**src/rtl/mdio_cmd_pkg.sv**
```systemverilog
package mdio_cmd_pkg;

  localparam int FRAME_BITS = 64;
  localparam int TA_BIT     = 46;
  localparam int DATA_BIT   = 48;

  localparam logic [1:0] ST_C45 = 2'd0;
  localparam logic [1:0] ST_C22 = 2'd1;

  // Field order matches bits 29:16 of the command word
  typedef struct packed {
    logic [4:0] regdev;
    logic [4:0] phy;
    logic [1:0] op;
    logic [1:0] st;
  } mdio_hdr_t;

  function automatic logic hdr_is_read(mdio_hdr_t h);
    return (h.st == ST_C22 && h.op == 2'b10) || (h.st == ST_C45 && h.op[1]);
  endfunction

  function automatic logic [FRAME_BITS-1:0] build_frame(mdio_hdr_t h, logic [15:0] d);
    logic [1:0] ta;
    ta = hdr_is_read(h) ? 2'b11 : 2'b10;
    return {32'hFFFF_FFFF, h.st, h.op, h.phy, h.regdev, ta, d};
  endfunction

endpackage

```
**src/rtl/mdio_mdc_gen.sv**
```systemverilog
module mdio_mdc_gen #(
  parameter int HALF = 40
) (
  input  logic clk,
  input  logic rst,
  input  logic run,
  output logic mdc,
  output logic rise_stb,
  output logic fall_stb
);

  logic mdc_q;
  assign mdc = mdc_q;

  generate
    if (HALF <= 1) begin : g_fast
      // toggle every cycle, no counter needed
      always_ff @(posedge clk) begin
        if (rst || !run) mdc_q <= 1'b0;
        else             mdc_q <= ~mdc_q;
      end
      assign rise_stb = run && !mdc_q;
      assign fall_stb = run && mdc_q;
    end else begin : g_cnt
      localparam int CW = $clog2(HALF);
      localparam logic [CW-1:0] LAST = CW'(HALF - 1);
      logic [CW-1:0] cnt_q;
      logic          wrap;
      assign wrap = run && (cnt_q == LAST);
      always_ff @(posedge clk) begin
        if (rst || !run) begin
          cnt_q <= '0;
          mdc_q <= 1'b0;
        end else if (wrap) begin
          cnt_q <= '0;
          mdc_q <= ~mdc_q;
        end else begin
          cnt_q <= cnt_q + 1'b1;
        end
      end
      assign rise_stb = wrap && !mdc_q;
      assign fall_stb = wrap && mdc_q;
    end
  endgenerate

endmodule

```
**src/rtl/mdio_frame_seq.sv**
```systemverilog
module mdio_frame_seq
  import mdio_cmd_pkg::*;
(
  input  logic                  clk,
  input  logic                  rst,
  input  logic                  start,
  input  logic [FRAME_BITS-1:0] frame_in,
  input  logic                  is_rd_in,
  input  logic                  rise_stb,
  input  logic                  fall_stb,
  input  logic                  mdio_i,
  output logic                  active,
  output logic                  mdio_o,
  output logic                  mdio_oe,
  output logic                  done,
  output logic [15:0]           cap_data
);

  localparam int IW = $clog2(FRAME_BITS);
  localparam logic [IW-1:0] LAST_IDX = IW'(FRAME_BITS - 1);

  logic [FRAME_BITS-1:0] shreg_q;
  logic [IW-1:0]         idx_q;
  logic                  act_q;
  logic                  rd_q;
  logic [15:0]           cap_q;

  assign active   = act_q;
  assign mdio_o   = shreg_q[FRAME_BITS-1];
  assign mdio_oe  = act_q && !(rd_q && idx_q >= IW'(TA_BIT));
  assign done     = act_q && fall_stb && (idx_q == LAST_IDX);
  assign cap_data = cap_q;

  always_ff @(posedge clk) begin
    if (rst) begin
      shreg_q <= '0;
      idx_q   <= '0;
      act_q   <= 1'b0;
      rd_q    <= 1'b0;
      cap_q   <= '0;
    end else if (!act_q) begin
      if (start) begin
        shreg_q <= frame_in;
        idx_q   <= '0;
        act_q   <= 1'b1;
        rd_q    <= is_rd_in;
      end
    end else begin
      if (rise_stb && rd_q && idx_q >= IW'(DATA_BIT))
        cap_q <= {cap_q[14:0], mdio_i};
      if (fall_stb) begin
        shreg_q <= {shreg_q[FRAME_BITS-2:0], 1'b1};
        idx_q   <= idx_q + 1'b1;
        if (idx_q == LAST_IDX) act_q <= 1'b0;
      end
    end
  end

endmodule

```
**src/rtl/mdio_cmd_master.sv**
```systemverilog
module mdio_cmd_master
  import mdio_cmd_pkg::*;
#(
  parameter int CLK_HZ = 200_000_000,
  parameter int MDC_HZ = 2_500_000
) (
  input  logic        clk,
  input  logic        rst,
  input  logic        cmd_we,
  input  logic [31:0] cmd_wdata,
  output logic [31:0] cmd_rdata,
  output logic        mdc,
  input  logic        mdio_i,
  output logic        mdio_o,
  output logic        mdio_oe
);

  localparam int RATIO    = CLK_HZ / (2 * MDC_HZ);
  localparam int HALF_CYC = (RATIO < 1) ? 1 : RATIO;

  mdio_hdr_t   hdr_q;
  mdio_hdr_t   hdr_in;
  logic [15:0] data_q;
  logic        busy_q;
  logic        rd_q;
  logic        launch;
  logic        seq_active;
  logic        seq_done;
  logic        rise_stb;
  logic        fall_stb;
  logic [15:0] cap;
  logic        unused_ready_wr;

  assign unused_ready_wr = cmd_wdata[30];
  assign hdr_in    = mdio_hdr_t'(cmd_wdata[29:16]);
  assign launch    = cmd_we && !busy_q && cmd_wdata[31];
  assign cmd_rdata = {busy_q, !busy_q, hdr_q, data_q};

  always_ff @(posedge clk) begin
    if (rst) begin
      busy_q <= 1'b0;
      rd_q   <= 1'b0;
      hdr_q  <= '0;
      data_q <= '0;
    end else if (busy_q) begin
      // writes are dropped while a frame runs, including the final cycle
      if (seq_done) begin
        busy_q <= 1'b0;
        if (rd_q) data_q <= cap;
      end
    end else if (cmd_we) begin
      hdr_q  <= hdr_in;
      data_q <= cmd_wdata[15:0];
      busy_q <= cmd_wdata[31];
      rd_q   <= hdr_is_read(hdr_in);
    end
  end

  mdio_mdc_gen #(.HALF(HALF_CYC)) u_mdc (
    .clk      (clk),
    .rst      (rst),
    .run      (seq_active),
    .mdc      (mdc),
    .rise_stb (rise_stb),
    .fall_stb (fall_stb)
  );

  mdio_frame_seq u_seq (
    .clk      (clk),
    .rst      (rst),
    .start    (launch),
    .frame_in (build_frame(hdr_in, cmd_wdata[15:0])),
    .is_rd_in (hdr_is_read(hdr_in)),
    .rise_stb (rise_stb),
    .fall_stb (fall_stb),
    .mdio_i   (mdio_i),
    .active   (seq_active),
    .mdio_o   (mdio_o),
    .mdio_oe  (mdio_oe),
    .done     (seq_done),
    .cap_data (cap)
  );

endmodule

```
**config.mk**
```make
export PLATFORM = sky130hd
export DESIGN_NAME = mdio_cmd_master
export DESIGN_NICKNAME = d
export VERILOG_FILES = /design/src/rtl/mdio_cmd_pkg.sv /design/src/rtl/mdio_mdc_gen.sv /design/src/rtl/mdio_frame_seq.sv /design/src/rtl/mdio_cmd_master.sv
export SDC_FILE = /design/constraint.sdc
export NUM_CORES = 1
export LEC_CHECK = 0
export BUFFER_PORTS_ARGS = -buffer_cell sky130_fd_sc_hd__buf_2
export CORE_ASPECT_RATIO = 0.7
export CORE_MARGIN = 10
export CORE_UTILIZATION = 50
export CTS_BUF_LIST = sky130_fd_sc_hd__clkbuf_16
export CTS_CLUSTER_DIAMETER = 50
export DETAILED_ROUTE_END_ITERATION = 10
export HOLD_SLACK_MARGIN = 0.05
export PLACE_DENSITY_LB_ADDON = 0.1
export RECOVER_POWER = 100
export SYNTH_ARGS = -nofsm -noshare
export SYNTH_HDL_FRONTEND = slang
export SYNTH_SLANG_ARGS = --single-unit
```
**constraint.sdc**
```tcl
create_clock -name clk -period 1.9 [get_ports clk]
set_input_delay 0.475 -clock clk [delete_from_list [all_inputs] [get_ports clk]]
set_output_delay 0.475 -clock clk [all_outputs]
set_load 0.1 [all_outputs]
```
==> metrics <==
# Max-Cap Violations 0; post-route clock period utilization 1.11; Initial Util 0.517; synthesized cell area 5060 um2; Synth Instances 499; Final Critical Period around 2.1 ns; clock buffer depth 2; final wirelength 12,200 um; WP data arrival about 1.6 ns; Overflow after GRT 0; Ant. Diodes 0; Post-DP Area between 5000 and 6000 um2; RSZ-0062 raised after global routing yes; Final Hold Viols 0; Warnings, synthesis 0; worst min path class in -> reg; HPWL Detailed 8170 um; via count of the first global-routing pass around 4.0k; Critical Path Source Type flip-flop; GP Congestion around 0.76; 1st-iter DRT viols between 200 and 250; TNS Setup -0.461 ns; syn_nets 538; initial antenna violation count 0; setup ws final -0.212 ns; syn_area_per_cell about 10 um2; worst clock skew a little under 0.006 ns; Vias roughly 4k; Seq/Total Area, Yosys 0.502; Ports 71; layout cell share with drive strength beyond 1 0.310; post-synthesis register bit count ~130; Pwr Density 1110 nW/um2; Post-synth top flop dfxtp_1; fillcell total 800; DP Worst Slack 0.0402 ns; WHS approximately 0.31 ns; post-route ant nets 0; cts hold-fix bufs 0; Die H between 100 and 150 um; critical path fanouts, max 2; Final Cell Area about 6300 um2; flop2flop setup slack -0.04 ns; Num CTS Buffers 17; actual slew at the worst max-slew pin between 1 and 1.5 ns; CTS tree yes; Final setup viols 11; later-pin clock latency in the skew report between 0.4 and 0.5 ns; Core Rows 30; maximum clock rate between 400 and 500 MHz; clk slew on worst S/H paths ~0.050 ns; vias per cell about 5.7; largest net degree at the start of global routing a little under 50; status finished with violations; Final Max Tran Viols 0; WS Path Type reg -> out; Lkg Pwr about 2.4 nW; Area Growth Syn to Fin 23.5%; crit end category output pin; die area ~15,000 um2; CTS Sinks ~130; CTS root buf clkbuf_16; Slew HR 0.279; DRC 0; Port Buffer Count around 70; maximum VDD drop ~0.7 mV; Core Footprint 9800 um2; Initial DRT Pass Iterations 4; DR WL/cell 17.3 um; failing checks negative setup slack; first-pass GRT wire length 19,900 um; WP data required roughly 1.4 ns; asr flop ratio synth 0; Post-synth EDFFs 0; fin nets between 600 and 700; Cell variety after synth 38; H-tree depth 4; All-Layer GR Usage 0.165; DIE WIDTH between 100 and 150 um
==> registers in the layout, indices dropped and copies added, names as in the netlist, 6 cells and up <==
name / cells
u_mdc.g_cnt.cnt_q: 6
cmd_rdata: 14
u_seq.idx_q: 6
u_seq.shreg_q: 64
data_q: 16
u_seq.cap_data: 16
==> layout by cell type, fill, tap and decap left out, drive strengths merged, types with 2 or more instances in the layout <==
cell type / count
inv: 6
nand3: 6
o21ai: 5
bufinv: 3
o221a: 34
clkinv: 9
a21oi: 23
nor2: 57
buf: 57
o31ai: 16
mux2i: 63
clkinvlp: 3
nand4bb: 2
or3: 5
xor2: 2
nand2: 39
dfxtp: 127
xnor2: 3
nand4: 17
a211oi: 32
nor4: 2
and2: 3
clkbuf: 54
ha: 3
==> cells in the mapped netlist (all sizes together), types with 3 or more instances <==
library cell  count  area [um2]
dfxtp           127        2540
mux2i            63         631
nor2             57         214
nand2            39         146
o221a            34         383
a211oi           32         240
clkbuf           31         116
a21oi            23         115
nand4            17         106
o31ai            16         170
buf              14        85.1
inv               6        22.5
nand3             6        30.0
o21ai             5        25.0
or3               5        31.3
ha                3        37.5
xnor2             3        26.3
==> cells by family after synthesis <==
| group | share of synthesized area |
|---|---|
| and+or+nand+nor | 0.123 |
| AOI/OAI and AO/OA | 0.189 |
| buffers and inverters | 0.0450 |
| DFF | 0.502 |
| xor gates and xnor gates | 0.00865 |
| adders and majority gates | 0.00741 |
| muxes | 0.125 |
==> critical path, cell delays in order, from the launching register on <==
cell and delay (ns):
dfxtp_4 0.34, inv_2 0.04, ha_4 0.14, o211a_1 0.21, o211ai_1 0.16, and2_4 0.17, buf_12 0.16
==> metrics by stage <==
| stage | power (mW) | std cells | utilization |
|---|---|---|---|
| floorplan | 3.63 | 499 | - |
| global placement | 3.83 | 673 | 0.577 |
| detailed placement | 3.85 | 673 | 0.577 |
| CTS | 7.02 | 705 | 0.637 |
| global route | 7.23 | 708 | 0.639 |
| finish | 6.97 | 708 | 0.639 |
==> routing by layer <==
metal,wire length [um],up-vias,part of all wire,track usage
li1,-,1978,-,-
met5,0,-,0,0
met4,179,0,0.015,0.0478
met3,695,15,0.057,0.0739
met1,5930,1940,0.49,0.205
met2,5410,79,0.44,0.249
==> power by group <==
part | total (mW) | switching, mW | internal (mW)
logic | 0.905 | 0.636 | 0.269
clock network | 3.17 | 1.14 | 2.02
registers | 2.90 | 0.0867 | 2.81
==> timing repair <==
action,4_1_cts,5_1_grt
endpoints found under the hold margin,0,0
gates resized for setup,8,6
pin swaps,1,2
gates cloned,0,2
setup buffers,1,1
endpoints found under the setup margin,2,12
==> worst paths after layout <==
kind	startpoint	to	cells after the start
worst min-delay path	cmd_wdata[20]	cmd_rdata[20]$_SDFFE_PP0P_	3
worst max register to register	u_mdc.g_cnt.cnt_q[0]$_SDFF_PP0_	data_q[0]$_SDFFE_PP0P_	5
worst max-delay path	u_seq.idx_q[0]$_SDFFE_PP0P_	mdio_oe	6
worst min register to register	u_mdc.g_cnt.cnt_q[0]$_SDFF_PP0_	u_mdc.g_cnt.cnt_q[0]$_SDFF_PP0_	1
==> layout make-up <==
type | count | area, um2 | share of cell area
inverters | 7 | 26.3 | 0.00420
repair buffers | 94 | 592 | 0.0946
clock inverters | 14 | 150 | 0.0240
flip-flops and latches | 127 | 2550 | 0.408
well taps | 128 | 160 | 0.0256
multi-input cells | 321 | 2350 | 0.376
clock buffers | 17 | 425 | 0.0680
(Power assumes the default switching activity.)
